**config.mk**
```make
export PLATFORM = sky130hd
export DESIGN_NAME = fc_irda_regs
export DESIGN_NICKNAME = d
export VERILOG_FILES = /design/src/rtl/fcr_pkg.sv /design/src/rtl/fcr_shadow.sv /design/src/rtl/fcr_active.sv /design/src/rtl/fc_irda_regs.sv
export SDC_FILE = /design/constraint.sdc
export NUM_CORES = 1
export LEC_CHECK = 0
export BUFFER_PORTS_ARGS = -buffer_cell sky130_fd_sc_hd__buf_2
export CELL_PAD_IN_SITES_DETAIL_PLACEMENT = 1
export CELL_PAD_IN_SITES_GLOBAL_PLACEMENT = 2
export CORE_MARGIN = 3
export CORE_UTILIZATION = 40
export CTS_BUF_LIST = sky130_fd_sc_hd__clkbuf_4 sky130_fd_sc_hd__clkbuf_8
export DETAILED_ROUTE_END_ITERATION = 10
export MAX_ROUTING_LAYER = met4
export PLACE_DENSITY_LB_ADDON = 0.1
export SYNTH_ARGS = -nofsm -noshare
export SYNTH_HDL_FRONTEND = slang
export SYNTH_SLANG_ARGS = --single-unit
```
**constraint.sdc**
```tcl
create_clock -name clk -period 3.3 [get_ports clk]
set_clock_uncertainty 0.05 [all_clocks]
set_input_delay 0.825 -clock clk [delete_from_list [all_inputs] [get_ports clk]]
set_output_delay 0.825 -clock clk [all_outputs]
set_load 0.02 [all_outputs]
```
**src/rtl/fcr_pkg.sv**
```systemverilog
package fcr_pkg;
  localparam int BYTE_W = 8;
  localparam int MODE_W = 3;
  localparam int ADDR_W = 3;

  localparam logic [ADDR_W-1:0] A_FB_LO  = 3'd0;
  localparam logic [ADDR_W-1:0] A_FB_HI  = 3'd1;
  localparam logic [ADDR_W-1:0] A_CTRL   = 3'd2;
  localparam logic [ADDR_W-1:0] A_SETSEL = 3'd3;
  localparam logic [ADDR_W-1:0] A_ACT_LO = 3'd4;
  localparam logic [ADDR_W-1:0] A_ACT_HI = 3'd5;
  localparam logic [ADDR_W-1:0] A_ACT_ST = 3'd6;

  typedef struct packed {
    logic [MODE_W-1:0] fb_mode;
    logic              rsvd;
    logic              dir_sel;
    logic              dma_on;
    logic              div_on;
    logic              master;
  } fc_ctrl_t;
endpackage

```
**src/rtl/fcr_shadow.sv**
```systemverilog
module fcr_shadow
  import fcr_pkg::*;
#(
  parameter int BW = BYTE_W
) (
  input  logic          clk,
  input  logic          rst_n,
  input  logic          we_lo,
  input  logic          we_hi,
  input  logic          we_ctrl,
  input  logic [BW-1:0] wd,
  output logic [BW-1:0] fb_lo,
  output logic [BW-1:0] fb_hi,
  output fc_ctrl_t      ctrl
);
  fc_ctrl_t ctrl_in;

  always_comb begin
    ctrl_in      = fc_ctrl_t'(wd);
    ctrl_in.rsvd = 1'b0;
  end

  always_ff @(posedge clk or negedge rst_n) begin
    if (!rst_n) begin
      fb_lo <= '0;
      fb_hi <= '0;
      ctrl  <= '0;
    end else begin
      if (we_lo)   fb_lo <= wd;
      if (we_hi)   fb_hi <= wd;
      if (we_ctrl) ctrl  <= ctrl_in;
    end
  end

  AST_RSVD_ZERO: assert property (@(posedge clk) disable iff (!rst_n)
    we_ctrl |=> ctrl.rsvd == 1'b0);
endmodule

```
**src/rtl/fcr_active.sv**
```systemverilog
module fcr_active
  import fcr_pkg::*;
#(
  parameter int BW = BYTE_W,
  parameter int MW = MODE_W,
  localparam int DW = 2 * BW
) (
  input  logic          clk,
  input  logic          rst_n,
  input  logic          evt,
  input  fc_ctrl_t      ctrl,
  input  logic [BW-1:0] fb_lo,
  input  logic [BW-1:0] fb_hi,
  input  logic          we_lo,
  input  logic          we_hi,
  input  logic          we_st,
  input  logic [BW-1:0] wd,
  output logic [DW-1:0] div,
  output logic [MW-1:0] mode,
  output logic          dma_en,
  output logic          dma_dir
);
  logic copy, ld_div, ld_dma;

  assign copy   = evt & ctrl.master;
  assign ld_div = copy & ctrl.div_on;
  assign ld_dma = copy & ctrl.dma_on;

  always_ff @(posedge clk or negedge rst_n) begin
    if (!rst_n) begin
      div     <= '0;
      mode    <= '0;
      dma_en  <= 1'b0;
      dma_dir <= 1'b0;
    end else begin
      if (ld_div) begin
        div <= {fb_hi, fb_lo};
      end else begin
        if (we_lo) div[BW-1:0]  <= wd;
        if (we_hi) div[DW-1:BW] <= wd;
      end
      if (copy)       mode <= ctrl.fb_mode;
      else if (we_st) mode <= wd[MW-1:0];
      if (ld_dma) begin
        dma_en  <= 1'b1;
        dma_dir <= ctrl.dir_sel;
      end else if (we_st) begin
        dma_dir <= wd[MW];
        dma_en  <= wd[MW+1];
      end
    end
  end

  AST_HOLD_OFF: assert property (@(posedge clk) disable iff (!rst_n)
    (evt && !ctrl.master && !we_lo && !we_hi && !we_st)
      |=> ($stable(div) && $stable(mode) && $stable(dma_en) && $stable(dma_dir)));
  AST_DIV_LOAD: assert property (@(posedge clk) disable iff (!rst_n)
    (evt && ctrl.master && ctrl.div_on) |=> div == $past({fb_hi, fb_lo}));
  AST_DIV_KEEP: assert property (@(posedge clk) disable iff (!rst_n)
    (evt && ctrl.master && !ctrl.div_on && !we_lo && !we_hi) |=> $stable(div));
  AST_MODE_LOAD: assert property (@(posedge clk) disable iff (!rst_n)
    (evt && ctrl.master) |=> mode == $past(ctrl.fb_mode));
  AST_DMA_LOAD: assert property (@(posedge clk) disable iff (!rst_n)
    (evt && ctrl.master && ctrl.dma_on) |=> (dma_en && dma_dir == $past(ctrl.dir_sel)));
  AST_COPY_WINS: assert property (@(posedge clk) disable iff (!rst_n)
    (evt && ctrl.master && we_st) |=> mode == $past(ctrl.fb_mode));
endmodule

```
**src/rtl/fc_irda_regs.sv**
```systemverilog
module fc_irda_regs
  import fcr_pkg::*;
#(
  parameter int               BW       = BYTE_W,
  parameter int               MW       = MODE_W,
  parameter int               AW       = ADDR_W,
  parameter logic [BYTE_W-1:0] SET_RD  = 8'hEC,
  localparam int              DW       = 2 * BW
) (
  input  logic          clk,
  input  logic          rst_n,
  input  logic [AW-1:0] addr,
  input  logic          wr_en,
  input  logic [BW-1:0] wr_data,
  output logic [BW-1:0] rd_data,
  input  logic          fc_evt,
  output logic [DW-1:0] adv_div,
  output logic [MW-1:0] adv_mode,
  output logic          dma_en,
  output logic          dma_dir,
  output logic [BW-1:0] reg_set
);
  logic [BW-1:0] fb_lo, fb_hi;
  fc_ctrl_t      ctrl;
  logic          we_fl, we_fh, we_ct, we_ss, we_al, we_ah, we_as;

  assign we_fl = wr_en && addr == A_FB_LO;
  assign we_fh = wr_en && addr == A_FB_HI;
  assign we_ct = wr_en && addr == A_CTRL;
  assign we_ss = wr_en && addr == A_SETSEL;
  assign we_al = wr_en && addr == A_ACT_LO;
  assign we_ah = wr_en && addr == A_ACT_HI;
  assign we_as = wr_en && addr == A_ACT_ST;

  fcr_shadow #(.BW(BW)) u_shadow (
    .clk(clk), .rst_n(rst_n), .we_lo(we_fl), .we_hi(we_fh), .we_ctrl(we_ct),
    .wd(wr_data), .fb_lo(fb_lo), .fb_hi(fb_hi), .ctrl(ctrl)
  );

  fcr_active #(.BW(BW), .MW(MW)) u_active (
    .clk(clk), .rst_n(rst_n), .evt(fc_evt), .ctrl(ctrl), .fb_lo(fb_lo),
    .fb_hi(fb_hi), .we_lo(we_al), .we_hi(we_ah), .we_st(we_as), .wd(wr_data),
    .div(adv_div), .mode(adv_mode), .dma_en(dma_en), .dma_dir(dma_dir)
  );

  always_ff @(posedge clk or negedge rst_n) begin
    if (!rst_n)     reg_set <= '0;
    else if (we_ss) reg_set <= wr_data;
  end

  always_comb begin
    rd_data = '0;
    case (addr)
      A_FB_LO:  rd_data = fb_lo;
      A_FB_HI:  rd_data = fb_hi;
      A_CTRL:   rd_data = ctrl;
      A_SETSEL: rd_data = SET_RD;
      A_ACT_LO: rd_data = adv_div[BW-1:0];
      A_ACT_HI: rd_data = adv_div[DW-1:BW];
      A_ACT_ST: rd_data = BW'({dma_en, dma_dir, adv_mode});
      default:  rd_data = '0;
    endcase
  end

  AST_SET_READ: assert property (@(posedge clk) disable iff (!rst_n)
    addr == A_SETSEL |-> rd_data == SET_RD);
  AST_RSVD_READ: assert property (@(posedge clk) disable iff (!rst_n)
    addr == A_CTRL |-> rd_data[4] == 1'b0);
endmodule

```
==> flow_summary_export.csv <==
group,metric,value,unit
worst_setup_path,crit_path_end_kind,"output pin",
clock_network,post-cts-setup-buffers,0,
timing,max-slew-margin-rel,61.5,%
floorplanning,fp.dieW,87.0,µm
power_and_ir_drop,ir_drop,349,µV
power_and_ir_drop,p_int,1340,µW
route,drtIter0Drc,57,
logic_synthesis,ys.flop_type,"dfrtp_1",
placed_design,gp_congestion,0.757,
worst_setup_path,crit_top_cell,"buf_2",
worst_setup_path,critical_path.top_delay_family,"multiplexers",
timing,fin_crit_sh,89.0,%
global_routing,overflow,0,
global_routing,grt_max_degree,33,
power_and_ir_drop,switching_share,38.2,%
clock_network,cts_made_buffers,5,
placed_design,port_buffers,51,
route,postRouteAntennaNets,0,
finish,drive_gt1_share,41.6,%
route,viasPerCell,5.43,
route,vias,1857,
route,first_pass_iters,4,
power_and_ir_drop,pwr-share-comb,36.2,%
clock_network,cts-root-buf,"clkbuf_8",
finish,antenna_cells,0,
route,dr_wl_met2,3110,µm
logic_synthesis,synthesis.nets,230,
floorplanning,rows,28,
clock_network,clk_pin_slew,0.10,ns
worst_setup_path,worstPathMaxFanout,11,
clock_network,cts_htree_levels,2,
timing,worstMarginPinSlew,0.576,ns
worst_setup_path,worstSetupPathType,"in -> out",
clock_network,cts_repair_resize_count,0,
worst_setup_path,arrival,2.06,ns
power_and_ir_drop,total_leakage_power,0.00142,µW
global_routing,grt_pass1_wl,10400,µm
floorplanning,die_h,87.0,µm
power_and_ir_drop,total_power,2160,µW
timing,finalSetupViolCount,0,
placed_design,dp.final_hpwl,4480,µm
logic_synthesis,ys_seq_area_share,49.6,%
clock_network,max-clock-path-buffers,2,
logic_synthesis,yosys_warnings,0,
finish,n_fill_cell,670,
timing,timing.fmax,0.340,GHz
power_and_ir_drop,seqPwrFrac,45.9,%
logic_synthesis,avgSynthCellArea,12.2,µm²
worst_setup_path,crit_required,2.42,ns
min_path,hold_class,"in -> async",
timing,hold_viol_final,0,
logic_synthesis,syn_area,0.00262,mm²
route,wire_per_inst,18.9,µm
route,drc,0,
clock_network,clock_latency,0.31,ns
route,wl_met1,3080,µm
worst_setup_path,worst_path_max_delay_cell,"mux4_2",
floorplanning,die_area,0.00757,mm²
placed_design,dpl_cell_area,0.00294,mm²
outcome,status,"finished clean",
finish,areaGrowthSynthToFinish,15.5,%
route,wl_met3,216,µm
route,drt-total-wl,6460,µm
global_routing,antenna_found_initial,0,
worst_setup_path,worstPathCellList,"buf_2 > mux4_2 > mux2_2 > buf_2",
finish,final_area,0.00303,mm²
flow_run,drv_cap,0,
timing,slew_viol_final,0,
floorplanning,core,0.00613,mm²
logic_synthesis,synthesis.instances,215,
clock_network,postCtsHoldBufs,0,
worst_setup_path,ff2ff_setup_slack,2.09,ns
finish,num-nets-final,281,
timing,rsz0062_at_grt,"no",
floorplanning,initial_core_util,42.8,%
placed_design,dp_cells,334,
finish,fin_cells,342,
logic_synthesis,synth-seq-cells,52,
power_and_ir_drop,powerDensity,714,mW/mm²
clock_network,cts_sinks,52,
floorplanning,pin_count,52,
global_routing,grt_pass1_vias,1851,
timing,fin_crit,2.94,ns
logic_synthesis,synth_cell_type_count,35,
timing,setup_tns,0,ns
clock_network,cts_tree,"done",
logic_synthesis,async_reset_ff_share,100,%
power_and_ir_drop,power_switching,825,µW
worst_setup_path,slowest_delay,0.53,ns
route,highest_layer,"met4",
logic_synthesis,synth_edf_count,0,
worst_setup_path,cp_num_buf_inv,2,
power_and_ir_drop,clock_power_share,18.0,%
worst_setup_path,crit_path_start_kind,"input pin",
global_routing,grtUsageTotal,18.6,%
flip-flops by register name, summed over array words and instances (netlist names):
register	cells
u_shadow.fb_hi	8
reg_set	8
u_active.div	16
u_active.mode	3
u_active.dma_dir	1
u_shadow.ctrl	7
u_shadow.fb_lo	8
u_active.dma_en	1
layout make-up:
class | count | area, µm² | area share (%)
clock inverters | 2 | 10.0 | 0.330
clock buffers | 6 | 82.6 | 2.73
well taps | 75 | 93.8 | 3.10
multi-input cells | 146 | 1220 | 40.4
flip-flops and latches | 52 | 1300 | 43.0
repair buffers | 58 | 308 | 10.2
inverters | 3 | 11.3 | 0.372
path summary, 6_finish.rpt:
kind                                  start               end  depth (start not counted)
max in group asynchronous             rst_n  u_shadow.ctrl[3]                          2
min                                   rst_n   u_active.div[4]                          2
min reg2reg                      reg_set[0]        reg_set[0]                          1
max reg2reg                u_shadow.ctrl[0]   u_active.div[6]                          3
max                                 addr[2]        rd_data[3]                          4
min in group clk                 reg_set[0]        reg_set[0]                          1
cell usage after synthesis, drive strengths merged (2+ instances only):
cell	instances	share of area, %
nor2	5	0.81
buf	11	3.0
o32a	2	0.76
nand4b	2	0.91
dfrtp	52	50
mux2	35	15
nand2b	5	1.5
mux4	3	2.6
o21ai	22	4.2
clkbuf	3	0.43
o21a	2	0.57
mux2i	29	11
nand2	20	2.9
nand3	3	0.57
nor3b	2	1.0
o22ai	4	0.95
inv	3	0.43
a21oi	2	0.38
layout by cell type, fill, tap and decap left out, drive strengths merged, types with 3 or more instances in the layout:
| cell type | synthesis | routed |
|---|---|---|
| mux2 | 35 | 35 |
| dfrtp | 52 | 52 |
| buf | 11 | 58 |
| nand2b | 5 | 5 |
| inv | 3 | 3 |
| nand3 | 3 | 3 |
| o21ai | 22 | 22 |
| mux2i | 29 | 29 |
| nor2 | 5 | 5 |
| mux4 | 3 | 3 |
| o22ai | 4 | 4 |
| clkbuf | 3 | 6 |
| nand2 | 20 | 20 |
per-stage QoR:
stage,utilization (%),hold slack [ns],setup slack (ns)
floorplan,-,0.410,0.531
detailed placement,47.9,0.439,0.341
finish,49.4,0.442,0.361
global route,49.4,0.460,0.266
CTS,49.4,0.442,0.349
global placement,47.9,0.432,0.373
cells by family (layout without fill, tap and decap cells):
kind of cell           after synthesis  in the layout  synth area share, %
buffers and inverters               17             69                 3.81
AOI/OAI and AO/OA                   36             36                 8.01
muxes                               67             67                 28.7
DFF                                 52             52                 49.6
and+or+nand+nor                     43             43                 9.92
routing by layer:
metal  vias up  global-route usage (%)
li1        877                       -
met1       945                    25.7
met2        30                    28.8
met3         5                    3.31
met4         0                    4.25
met5         -                       -
power by group through the flow:
stage / combinational (µW) / sequential (µW) / clock (µW)
floorplan: 351 / 1150 / 0
global placement: 781 / 1000 / 0
detailed placement: 796 / 1010 / 0
CTS: 797 / 995 / 402
global route: 856 / 1030 / 427
finish: 782 / 993 / 388
No activity file was read; power rests on OpenSTA's default activity.
